**src/rtl/osw_pkg.sv**
```systemverilog
package osw_pkg;
   localparam int unsigned NUM_THR = 5;
   localparam int unsigned EXP_W   = 5;
   localparam int unsigned IDX_W   = 3;

   typedef logic [2:0]       sel_code_t;
   typedef logic [IDX_W-1:0] thr_idx_t;

   localparam sel_code_t SEL_RESET = 3'b101;

   // reserved codes fall back to the longest wait
   function automatic thr_idx_t code_to_idx(input sel_code_t code);
      thr_idx_t idx;
      case (code)
         3'b001:  idx = 3'd0;
         3'b010:  idx = 3'd1;
         3'b011:  idx = 3'd2;
         3'b100:  idx = 3'd3;
         default: idx = 3'd4;
      endcase
      return idx;
   endfunction
endpackage

```
**src/rtl/osw_sel_reg.sv**
```systemverilog
module osw_sel_reg
   import osw_pkg::*;
#(
   parameter int unsigned CNT_W = 16,
   parameter logic [NUM_THR*EXP_W-1:0] EXPS = '0
) (
   input  logic             clk_i,
   input  logic             rst_ni,
   input  logic             we_i,
   input  sel_code_t        wdata_i,
   output sel_code_t        sel_o,
   output thr_idx_t         idx_o,
   output logic [CNT_W-1:0] term_o
);
   sel_code_t        sel_q;
   logic [CNT_W-1:0] term_tab [NUM_THR];

   always_ff @(posedge clk_i or negedge rst_ni) begin
      if (!rst_ni)   sel_q <= SEL_RESET;
      else if (we_i) sel_q <= wdata_i;
   end

   for (genvar g = 0; g < NUM_THR; g++) begin : g_term
      localparam logic [CNT_W:0] FULL =
         ((CNT_W+1)'(1) << EXPS[g*EXP_W +: EXP_W]) - (CNT_W+1)'(1);
      assign term_tab[g] = FULL[CNT_W-1:0];
   end

   assign idx_o  = code_to_idx(sel_q);
   assign term_o = term_tab[idx_o];
   assign sel_o  = sel_q;

   always @(posedge clk_i) begin
      if (rst_ni) AST_SEL_WRITE: assert (!($past(we_i) && $past(rst_ni)) || sel_q == $past(wdata_i));
   end
endmodule

```
**src/rtl/osw_counter.sv**
```systemverilog
module osw_counter #(
   parameter int unsigned CNT_W = 16
) (
   input  logic             clk_i,
   input  logic             rst_ni,
   input  logic             stop_enter_i,
   input  logic             wake_i,
   input  logic             osc_run_i,
   input  logic [CNT_W-1:0] term_i,
   output logic [CNT_W-1:0] cnt_o,
   output logic             counting_o,
   output logic             done_o,
   output logic             ready_o
);
   logic             in_stop_q, ready_q, done_q;
   logic [CNT_W-1:0] cnt_q;
   logic             finish;

   assign counting_o = !in_stop_q && osc_run_i && !ready_q;
   assign finish     = counting_o && (cnt_q >= term_i);

   always_ff @(posedge clk_i or negedge rst_ni) begin
      if (!rst_ni) begin
         in_stop_q <= 1'b0;
         ready_q   <= 1'b0;
         done_q    <= 1'b0;
         cnt_q     <= '0;
      end else if (stop_enter_i) begin
         in_stop_q <= 1'b1;
         ready_q   <= 1'b0;
         done_q    <= 1'b0;
         cnt_q     <= '0;
      end else begin
         if (wake_i) in_stop_q <= 1'b0;
         done_q <= finish;
         if (finish)          ready_q <= 1'b1;
         else if (counting_o) cnt_q   <= cnt_q + 1'b1;
      end
   end

   assign cnt_o   = cnt_q;
   assign done_o  = done_q;
   assign ready_o = ready_q;

   AST_DONE_PULSE: assert property (@(posedge clk_i) disable iff (!rst_ni)
      done_q |=> !done_q);
   AST_IDLE_HOLD: assert property (@(posedge clk_i) disable iff (!rst_ni)
      (!osc_run_i && !stop_enter_i) |=> $stable(cnt_q));
   AST_STOP_ZERO: assert property (@(posedge clk_i) disable iff (!rst_ni)
      in_stop_q |-> (cnt_q == '0 && !ready_q));
   AST_SATURATE: assert property (@(posedge clk_i) disable iff (!rst_ni)
      (ready_q && !stop_enter_i) |=> ($stable(cnt_q) && ready_q));
endmodule

```
**src/rtl/osw_status.sv**
```systemverilog
module osw_status
   import osw_pkg::*;
#(
   parameter int unsigned CNT_W = 16,
   parameter logic [NUM_THR*EXP_W-1:0] EXPS = '0
) (
   input  logic               clk_i,
   input  logic               rst_ni,
   input  logic               clear_i,
   input  logic               counting_i,
   input  logic [CNT_W-1:0]   cnt_i,
   output logic [NUM_THR-1:0] status_o
);
   logic [NUM_THR-1:0] stat_q;

   for (genvar g = 0; g < NUM_THR; g++) begin : g_bit
      localparam logic [CNT_W:0] FULL =
         ((CNT_W+1)'(1) << EXPS[g*EXP_W +: EXP_W]) - (CNT_W+1)'(1);
      localparam logic [CNT_W-1:0] HIT = FULL[CNT_W-1:0];
      always_ff @(posedge clk_i or negedge rst_ni) begin
         if (!rst_ni)                          stat_q[g] <= 1'b0;
         else if (clear_i)                     stat_q[g] <= 1'b0;
         else if (counting_i && cnt_i == HIT)  stat_q[g] <= 1'b1;
      end
   end

   assign status_o = stat_q;

   AST_STATUS_THERMO: assert property (@(posedge clk_i) disable iff (!rst_ni)
      ((stat_q + 1'b1) & stat_q) == '0);
endmodule

```
**src/rtl/osw_cfg_check.sv**
```systemverilog
module osw_cfg_check
   import osw_pkg::*;
#(
   parameter bit CHECK_EN = 1'b1
) (
   input  logic      int_osc_i,
   input  sel_code_t req_i,
   input  thr_idx_t  sel_idx_i,
   output logic      err_o
);
   if (CHECK_EN) begin : g_on
      assign err_o = int_osc_i && (code_to_idx(req_i) > sel_idx_i);
   end else begin : g_off
      logic unused;
      assign unused = int_osc_i ^ (^req_i) ^ (^sel_idx_i);
      assign err_o  = 1'b0;
   end
endmodule

```
**src/rtl/osw_wait_top.sv**
```systemverilog
module osw_wait_top
   import osw_pkg::*;
#(
   parameter int unsigned CNT_W = 16,
   parameter int unsigned E0 = 11,
   parameter int unsigned E1 = 13,
   parameter int unsigned E2 = 14,
   parameter int unsigned E3 = 15,
   parameter int unsigned E4 = 16,
   parameter bit CFG_CHECK_EN = 1'b1
) (
   input  logic       clk_i,
   input  logic       rst_ni,
   input  logic       sel_we_i,
   input  logic [2:0] sel_wdata_i,
   output logic [2:0] sel_o,
   input  logic       stop_enter_i,
   input  logic       wake_rst_i,
   input  logic       wake_irq_i,
   input  logic       osc_run_i,
   input  logic       int_osc_i,
   input  logic [2:0] req_thr_i,
   output logic [4:0] status_o,
   output logic       done_o,
   output logic       ready_o,
   output logic       cfg_err_o
);
   localparam logic [NUM_THR*EXP_W-1:0] EXPS =
      {EXP_W'(E4), EXP_W'(E3), EXP_W'(E2), EXP_W'(E1), EXP_W'(E0)};

   if (!(E0 >= 1 && E0 < E1 && E1 < E2 && E2 < E3 && E3 < E4)) begin : g_bad_order
      $error("wait exponents must be strictly increasing and nonzero");
   end
   if (E4 > CNT_W) begin : g_bad_width
      $error("longest wait exceeds counter width");
   end

   thr_idx_t         sel_idx;
   logic [CNT_W-1:0] term, cnt;
   logic             counting;

   osw_sel_reg #(.CNT_W(CNT_W), .EXPS(EXPS)) u_sel (
      .clk_i(clk_i), .rst_ni(rst_ni), .we_i(sel_we_i), .wdata_i(sel_wdata_i),
      .sel_o(sel_o), .idx_o(sel_idx), .term_o(term));

   osw_counter #(.CNT_W(CNT_W)) u_cnt (
      .clk_i(clk_i), .rst_ni(rst_ni), .stop_enter_i(stop_enter_i),
      .wake_i(wake_rst_i | wake_irq_i), .osc_run_i(osc_run_i), .term_i(term),
      .cnt_o(cnt), .counting_o(counting), .done_o(done_o), .ready_o(ready_o));

   osw_status #(.CNT_W(CNT_W), .EXPS(EXPS)) u_stat (
      .clk_i(clk_i), .rst_ni(rst_ni), .clear_i(stop_enter_i),
      .counting_i(counting), .cnt_i(cnt), .status_o(status_o));

   osw_cfg_check #(.CHECK_EN(CFG_CHECK_EN)) u_cfg (
      .int_osc_i(int_osc_i), .req_i(req_thr_i), .sel_idx_i(sel_idx),
      .err_o(cfg_err_o));

   AST_READY_WITH_DONE: assert property (@(posedge clk_i) disable iff (!rst_ni)
      done_o |-> ready_o);
   AST_CLEAR_ON_STOP: assert property (@(posedge clk_i) disable iff (!rst_ni)
      stop_enter_i |=> (status_o == '0 && !ready_o && !done_o));
endmodule

```
**config.mk**
```make
export PLATFORM = sky130hd
export DESIGN_NAME = osw_wait_top
export DESIGN_NICKNAME = d
export VERILOG_FILES = /design/src/rtl/osw_pkg.sv /design/src/rtl/osw_sel_reg.sv /design/src/rtl/osw_counter.sv /design/src/rtl/osw_status.sv /design/src/rtl/osw_cfg_check.sv /design/src/rtl/osw_wait_top.sv
export SDC_FILE = /design/constraint.sdc
export NUM_CORES = 1
export LEC_CHECK = 0
export BUFFER_PORTS_ARGS = -buffer_cell sky130_fd_sc_hd__buf_4
export CORE_MARGIN = 3
export CORE_UTILIZATION = 45
export CTS_BUF_LIST = sky130_fd_sc_hd__clkbuf_8
export CTS_CLUSTER_SIZE = 20
export DETAILED_ROUTE_END_ITERATION = 12
export GPL_TIMING_DRIVEN = 0
export PLACE_DENSITY = 0.7
export SLEW_MARGIN = 20
export SYNTH_ARGS = -nofsm -noshare
export SYNTH_HDL_FRONTEND = slang
export SYNTH_HIERARCHICAL = 1
export SYNTH_SLANG_ARGS = --single-unit
```
**constraint.sdc**
```tcl
create_clock -name clk_i -period 7.65 [get_ports clk_i]
set_clock_uncertainty 0.2 [all_clocks]
set_input_delay 0.765 -clock clk_i [delete_from_list [all_inputs] [get_ports clk_i]]
set_output_delay 0.765 -clock clk_i [all_outputs]
set_load 0.02 [all_outputs]
```
Word-level counts from Yosys, hierarchy flattened --
Memories as Yosys holds them, arrays and structs flattened. Index checks and enable logic that the tools add are counted.
Storage, ports and cells: flip-flop bits (word level) 27, word-level logic and storage cells 73, output and inout bits 11, memories 1, memory bits (read-only) 128
Memories:
- (name not given) | words 8, width 16, rd ports 1, clocked after memory_dff 0, wr ports 0, RTL line osw_sel_reg.sv:30 | assign term_o = term_tab[idx_o];
Operators by class: equal/unequal tests 14, order comparisons 3, mux-type cells 22, bitwise operators 2, reductions and logical operators 20, add/sub/neg operators 1
Operators with widths (number):
- $mux W16 | 5
- $pmux W3 S4 | 2
- $add A16 B1 Y16 const B | 1
- $eq A16 B11 Y1 const B | 1
- $eq A16 B13 Y1 const B | 1
- $eq A16 B14 Y1 const B | 1
- $eq A16 B15 Y1 const B | 1
- $eq A16 B16 Y1 const B | 1
- $ge A16 B16 Y1 | 1
- $reduce_bool A2 Y1 | 8
- $mux W1 | 15
- $eq A3 B2 Y1 const B | 4
- $logic_and A1 B1 Y1 | 9
- $eq A3 B1 Y1 const B | 2
- $eq A3 B3 Y1 const B | 2
- $ge A4 B4 Y1 const B | 1
- $not A3 Y4 | 1
- $gt A3 B3 Y1 | 1
- $logic_not A1 Y1 | 2
- $ne A2 B2 Y1 const B | 1
- $reduce_and A2 Y1 | 1
- $or A1 B1 Y1 | 1

Longest topological paths before layout --
Gate-level depths: netlist of run 1.
depth in word-level cells 10, gate-level depth with buffers 12, gate-level depth less buffers 9

Modules after synthesis --
The synthesis of run 1 kept the hierarchy.
By module, submodules not included:
- osw_counter | cells an instance 170, instances 1, area an instance 1525.2 µm², seq. area each 475.5 µm²
- osw_status | cells an instance 30, instances 1, area an instance 296.5 µm², seq. area each 125.1 µm²
- osw_sel_reg | cells an instance 32, instances 1, area an instance 286.5 µm², seq. area each 77.6 µm²
- osw_cfg_check | cells an instance 16, instances 1, area an instance 125.1 µm², seq. area each 0.0 µm²
- osw_wait_top | cells an instance 1, instances 1, area an instance 6.3 µm², seq. area each 0.0 µm²

Least setup slack after synthesis of run 1 --
No wires, ideal clock.
path type register to register, start register u_sel.sel_q[2], in the netlist u_sel/sel_o[2], end register u_cnt.cnt_q[10], in the netlist u_cnt/cnt_o[10], data arrival time 2.614 ns, setup slack 4.711 ns, setup time 0.125 ns, clock period less this slack 2.939 ns, path buffers 3, stages on the path, launching flop included 12, cells stage by stage dfstp_2 buf_2 xor2_1 buf_4 inv_1 ha_1 and4_1 a21oi_1 o221ai_2 buf_4 nor3_1 mux2_2
Between the ends: cells in the longest elaborated chain, start to end 10
RTL lines:
- from (decl) | RTL line osw_sel_reg.sv:15 | sel_code_t sel_q;
- from (signal assigned) | RTL line osw_sel_reg.sv:20 | else if (we_i) sel_q <= wdata_i;
- $eq A3 B3 Y1, or another cell as far along | RTL line osw_pkg.sv:14 | case (code)
- $pmux W3 S4 * | RTL line osw_pkg.sv:14
- via sel_idx[2] | RTL line osw_wait_top.sv:38 | thr_idx_t sel_idx;
- $not A3 Y4 (not written as such) * | RTL line osw_sel_reg.sv:30
- $mem_v2 Z8 W16 *
- $mux W16 (not written as such) * (2 in a row) | RTL line osw_sel_reg.sv:30
- via term[15] | RTL line osw_wait_top.sv:39 | logic [CNT_W-1:0] term, cnt;
- $ge A16 B16 Y1 * | RTL line osw_counter.sv:20 | assign finish = counting_o && (cnt_q >= term_i);
- $logic_and A1 B1 Y1 * | RTL line osw_counter.sv:20
- $ne A2 B2 Y1 (no source line) *
- $reduce_and A2 Y1 (no source line) *
- to (signal assigned) | RTL line osw_counter.sv:37 | else if (counting_o) cnt_q <= cnt_q + 1'b1;
- to (decl) | RTL line osw_counter.sv:16 | logic [CNT_W-1:0] cnt_q;
The timed path passes the listed nets; every way through them passes the cells marked *. The select of a mux whose other input is x is not followed. A chain may end at the register's enable or synchronous reset.

Final worst setup path of run 1 --
start register u_sel.sel_q[2], in the netlist u_sel/sel_o[2], end register u_cnt.cnt_q[7], in the netlist u_cnt/cnt_o[7]
The elaborated chain is that of the path after synthesis.

==> results.yml, run 1 <==
logic_synthesis:
  synth_edf_count: 0
  synthAdderAreaFrac_pct: 11.2
  synthArstFlopShare_pct: 100
  synth-simple-area-share_pct: 25.2
  synth_compound_area_share_pct: 12.5
  syn_area_um2: 2240
  netlist_instances: 249
  synthMuxAreaShare_pct: 7.99
  yosysSeqAreaShare_pct: 30.3
  ys_ff_latch: 27
  synth.avg_cell_area_um2: 8.99
  synth_xor_area_share_pct: 1.96
  ys.flop_type: "dfrtp_1"
  synth_top_family_by_area: "simple AND/OR/NAND/NOR gates"
  synth_cell_type_count: 46
  synth_warnings: 6
clock_tree:
  path_clk_slew_ps: 100
  cts_setup_buffers: 0
  cts_sinks: 27
  ctsRootBufferMaster: "clkbuf_8"
  hold_buffers: 0
  cts_resized: 0
  cts_tree: "yes"
  htree_levels: 1
  numCtsBuffers: 3
  clock_latency_ps: 280
  cts_buffer_depth: 2
sta:
  maxSlewViolCount: 0
  tns_ps: 0
  layout_setup_ws_ps: 4460
  post-route-period-util_pct: 41.7
  fmax_mhz: 313
  setup_violations: 0
  finalHoldViolations: 0
  grt_setup_unrepaired: "false"
  fin_crit_ps: 3190
route:
  vias: 1823
  routed_via_density: 5.15
  wl_per_cell_um: 12.5
  drtIter0Drc: 79
  ant_nets: 0
  drt_first_pass_iters: 4
  routed_wl_um: 4420
  drc_errors: 0
critical_path:
  cpPeakStageDelay_ps: 540
  cpMostUsedCell: "buf_4"
  worst-path-buf-inv: 4
  cp-start-kind: "register"
  cp.arrival_ps: 3160
  path_delay_family: "buffers and inverters"
  path_class: "register to register"
  critPathMaxFanout: 10
  crit_path_end_kind: "register"
  cp_cell_sequence: "buf_2, xor2_1, buf_4, inv_1, ha_1, and4_1, a21oi_1, o221ai_2, buf_4, nor3_1, mux2_2"
  slowest_stage: "dfstp_2"
  cp.required_ps: 7620
flow_run:
  max_cap_violations: 0
min_path:
  hold_path_class: "primary input to async pin"
power_and_ir_drop:
  switching_share_pct: 28.1
  p_per_area_nw_per_um2: 117
  p_int_uw: 217
  power_frac_clock_pct: 27.9
  leakage_uw: 0.00133
  pwr-share-seq_pct: 49.5
  max-vdd-ir-drop_v: 0.0000844
  p_total_uw: 302
  p_comb_share_pct: 22.6
  p_sw_uw: 85.0
grt:
  antenna_found_initial: 0
  grt_max_degree: 28
  gr-total-overflow: 0
  grt_pass1_wl_um: 7670
  grt_usage_pct: 15.7
  grt_pass1_vias: 1701
floorplan:
  die_h_um: 76.5
  io_pins: 25
  core.rowCount: 25
  fp.dieArea_um2: 5860
  design.core.area_um2: 4750
  dieWidth_um: 76.5
  start_util_pct: 47.1
place:
  dpl.hpwl_um: 3290
  gp_congestion: 0.813
  io_buffers: 24
  place_ws_ps: 4480
finish:
  nNetsFinal: 322
  final_cell_mix: "buf_4 (38), inv_1 (28), dfrtp_1 (25)"
  final_common_cell: "buf_4"
  drive_above_1_share_pct: 25.1
  n_antenna_cell: 0
  synthToLayoutAreaGrowth_pct: 15.6
run_status:
  status: "complete, no violations"
kinds of logic after synthesis:
kind of cell,Yosys count
AND/OR/NAND/NOR,101
buffers and inverters,48
AO/OA/AOI/OAI,31
flip-flops,27
adder cells (fa/ha/maj),20
multiplexers,16
XOR/XNOR,5
other,1
state kept, by name (all words and copies together) (netlist names):
register         cells
u_stat/status_o      5
u_cnt/ready_o        1
u_sel/sel_o          3
u_cnt/in_stop_q      1
u_cnt/done_o         1
u_cnt/cnt_o         16
synthesized netlist by cell type, types with 2 or more instances:
master,n,share of area (%)
dfrtp_1,25,28
buf_4,14,4.7
or2_1,2,0.56
inv_1,28,4.7
nand4_1,9,2.5
nor3_1,10,2.2
clkbuf_1,4,0.67
dfstp_2,2,2.3
a21o_1,4,1.3
mux2_2,15,7.5
and3_1,2,0.56
o31ai_1,3,1.0
or4_1,3,1.0
nor2b_1,13,3.6
nand3_1,7,1.6
xor2_1,4,1.6
nand2_1,14,2.3
a21oi_1,9,2.0
ha_1,20,11
o22ai_1,3,0.84
o32ai_2,2,1.5
nor2_1,21,3.5
and4_1,4,1.6
nor4_1,4,1.1
nand2b_1,4,1.1
a22o_1,2,0.78
and2_1,2,0.56
layout make-up:
cell class,count,area (um2)
fillers,476,2160
well taps,67,83.8
clock inverters,1,7.51
plain buffers,20,136
multi-input cells,184,1360
clock buffers,3,41.3
repair buffers,24,180
inverters,28,105
flip-flops and latches,27,678
power by group through the flow:
stage	logic [uW]	registers, uW	clock network (uW)
finish	68.2	149	84.3
global placement	67.1	152	0
global route	78.3	150	94.7
detailed placement	68.8	152	0
floorplan	45.8	154	0
CTS	69.1	149	88.3
routing by layer:
layer / global-route usage, % / wire [um] / up-vias
met5: 0 / 0 / -
met4: 4.89 / 29 / 0
met3: 2.48 / 139 / 2
met2: 26.7 / 2160 / 35
met1: 20.5 / 2090 / 862
li1: - / - / 924
through the flow:
stage	hold WS [ps]	utilization (%)	cell area [um2]	std cells
6_report	184	54.5	2590	354
5_1_grt	188	54.5	2590	354
4_1_cts	190	54.5	2590	354
3_5_place_dp	286	53.4	2540	350
3_3_place_gp	279	53.4	2540	350
2_1_floorplan	254	-	2280	259
worst paths after layout:
path / cells past startpoint / slack [ps] / end / startpoint
max: 11 / 4460 / u_cnt/cnt_o[7] / u_sel/sel_o[2]
min: 1 / 180 / u_cnt/in_stop_q / rst_ni
max reg2reg: 11 / 4460 / u_cnt/cnt_o[7] / u_sel/sel_o[2]
min reg2reg: 1 / 300 / u_cnt/in_stop_q / u_cnt/in_stop_q
max in group asynchronous: 1 / 6760 / u_sel/sel_o[0] / rst_ni
min in group clk_i: 1 / 300 / u_cnt/in_stop_q / u_cnt/in_stop_q
No activity file was read; power rests on OpenSTA's default activity.
==> inputs of run 2 (changes only) <==
==> constraint.sdc (replaced) <==
create_clock -name clk_i -period 3.07 [get_ports clk_i]
set_clock_uncertainty 0.2 [all_clocks]
set_input_delay 0.307 -clock clk_i [delete_from_list [all_inputs] [get_ports clk_i]]
set_output_delay 0.307 -clock clk_i [all_outputs]
set_load 0.02 [all_outputs]
==> run 2 against run 1 <==
Compared with the run above: sequential power increased to 2.5 times the previous value; combinational power increased to 2.7 times the previous value; maximum frequency increased by 5.5%; worst setup slack got worse by 4400 ps; clock power increased by 150%; cell count increased by 2.3%; register-to-register slack got worse by 4400 ps; sequential share of layout area decreased by 1.5 points; total power increased to 2.6 times the previous value; design area increased by 6.1%; critical path type unchanged; largest power group unchanged.
==> results.yml, run 2 (synthesis results as in run 1) <==
run_status:
  status: "complete, no violations"
min_path:
  hold_path_class: "primary input to register"
sta:
  maxSlewViolCount: 0
  setup_violations: 0
  post-route-period-util_pct: 98.5
  tns_ps: 0
  fin_crit_ps: 3030
  whs_ps: 58.0
  finalHoldViolations: 0
  fmax_mhz: 331
  grt_setup_unrepaired: "false"
power_and_ir_drop:
  power_frac_clock_pct: 27.2
  max-vdd-ir-drop_v: 0.000222
  leakage_uw: 0.00139
  p_sw_uw: 222
  p_int_uw: 551
  switching_share_pct: 28.7
  p_per_area_nw_per_um2: 281
  p_comb_share_pct: 24.2
  pwr-share-seq_pct: 48.6
critical_path:
  crit_path_end_kind: "register"
  crit_path_end: "u_cnt/cnt_o[9]"
  critPathMaxFanout: 10
  r2r-end: "u_cnt/cnt_o[9]"
  path_class: "register to register"
  cp-start-kind: "register"
  startpoint: "u_sel/sel_o[0]"
  r2r_cells: 11
  r2r-start: "u_sel/sel_o[0]"
  cp.required_ps: 3040
  rrSetupSlack_ps: 40
  cp.arrival_ps: 3000
clock_tree:
  numCtsBuffers: 3
  cts_buffer_depth: 2
  ctsRootBufferMaster: "clkbuf_8"
  cts_tree: "yes"
  cts_sinks: 27
  htree_levels: 1
  clock_latency_ps: 280
  path_clk_slew_ps: 100
floorplan:
  core.rowCount: 25
  io_pins: 25
  start_util_pct: 47.1
  design.core.area_um2: 4750
  fp.dieArea_um2: 5860
  dieWidth_um: 76.5
  die_h_um: 76.5
route:
  routed_via_density: 5.20
  drc_errors: 0
  vias: 1883
  drtIter0Drc: 115
  wl_per_cell_um: 13.1
  drt_first_pass_iters: 4
  routed_wl_um: 4750
  ant_nets: 0
finish:
  final_common_cell: "buf_4"
  fillerInstances: 453
  final_cell_mix: "buf_4 (44), inv_1 (28), dfrtp_1 (24)"
  largest_register_ffs: 16
  n_antenna_cell: 0
  synthToLayoutAreaGrowth_pct: 22.7
  drive_above_1_share_pct: 30.2
  nNetsFinal: 330
  multiInputGateArea_um2: 1440
  ff_latch_area_um2: 679
place:
  gp_congestion: 0.813
  io_buffers: 24
  dpl.hpwl_um: 3290
grt:
  gr-total-overflow: 0
  grt_usage_pct: 16.8
  grt_pass1_wl_um: 8140
  antenna_found_initial: 0
  grt_max_degree: 28
  grt_pass1_vias: 1786
flow_run:
  max_cap_violations: 0
run 2: cell types whose count changed in the layout (fill, tap and decap cells not counted), sizes merged:
cell         before  now
buf              40   46
dlygate4sd3       0    1
o221ai            1    2
run 2: final cells by class:
| cell class | count | share of cell area (%) |
|---|---|---|
| buffer | 19 | 4.78 |
| clock inverter | 1 | 0.273 |
| clock buffer | 3 | 1.50 |
| tap | 67 | 3.05 |
| multi-input combinational | 185 | 52.5 |
| inverter | 28 | 3.83 |
| sequential | 27 | 24.7 |
| timing repair buffer | 32 | 9.29 |
run 2: timing repair:
| action | in CTS | in global routing |
|---|---|---|
| endpoints found under the hold margin | 25 | 0 |
| endpoints found under the setup margin | 6 | 17 |
| pin swaps | 2 | 2 |
| hold buffers | 1 | 0 |
| gates cloned | 1 | 0 |
| resized for setup | 7 | 8 |
| buffers inserted | 3 | 4 |
run 2: how the worst min path moves through the flow:
| stage | start | endpoint | depth (start not counted) |
|---|---|---|---|
| 2_1_floorplan | rst_ni | u_cnt/cnt_o[0] | 0 |
| 3_3_place_gp | rst_ni | u_cnt/in_stop_q | 1 |
| 3_5_place_dp | rst_ni | u_cnt/in_stop_q | 1 |
| 4_1_cts | sel_wdata_i[1] | u_sel/sel_o[1] | 2 |
| 5_1_grt | sel_wdata_i[1] | u_sel/sel_o[1] | 2 |
| 6_report | sel_wdata_i[2] | u_sel/sel_o[2] | 2 |
run 2: stage by stage:
stage          power (uW)  util [%]  setup slack [ps]  std cells  cell area (um2)
6_report              773      57.8              44.8        362             2750
2_1_floorplan         497         -               131        259             2280
4_1_cts               772      56.4              15.6        358             2680
5_1_grt               828      57.8              11.9        362             2750
3_5_place_dp          551      53.4             -99.1        350             2540
3_3_place_gp          546      53.4             -41.4        350             2540
run 2: power by group through the flow:
stage          Sequential, uW  Clock, uW  Combinational [uW]
2_1_floorplan             383          0                 114
3_3_place_gp              379          0                 167
3_5_place_dp              379          0                 171
4_1_cts                   376        220                 176
5_1_grt                   378        238                 212
6_report                  376        210                 187
run 2: per-layer routing:
layer | wire (um) | global-route usage [%] | part of all wire (%)
met1 | 2120 | 21.3 | 45
met2 | 2330 | 28.6 | 49
met3 | 264 | 2.96 | 5.6
met4 | 44 | 5.62 | 0.93
met5 | 0 | 0 | 0
run 2: worst max-delay path: stages (launching register included):
cell and delay, ps:
dfstp_2 600, buf_4 140, xor2_1 120, nand2b_1 70, inv_1 60, ha_1 240, a21o_1 220, a21oi_4 230
o221ai_4 180, buf_4 230, nor3_1 270, mux2_2 370
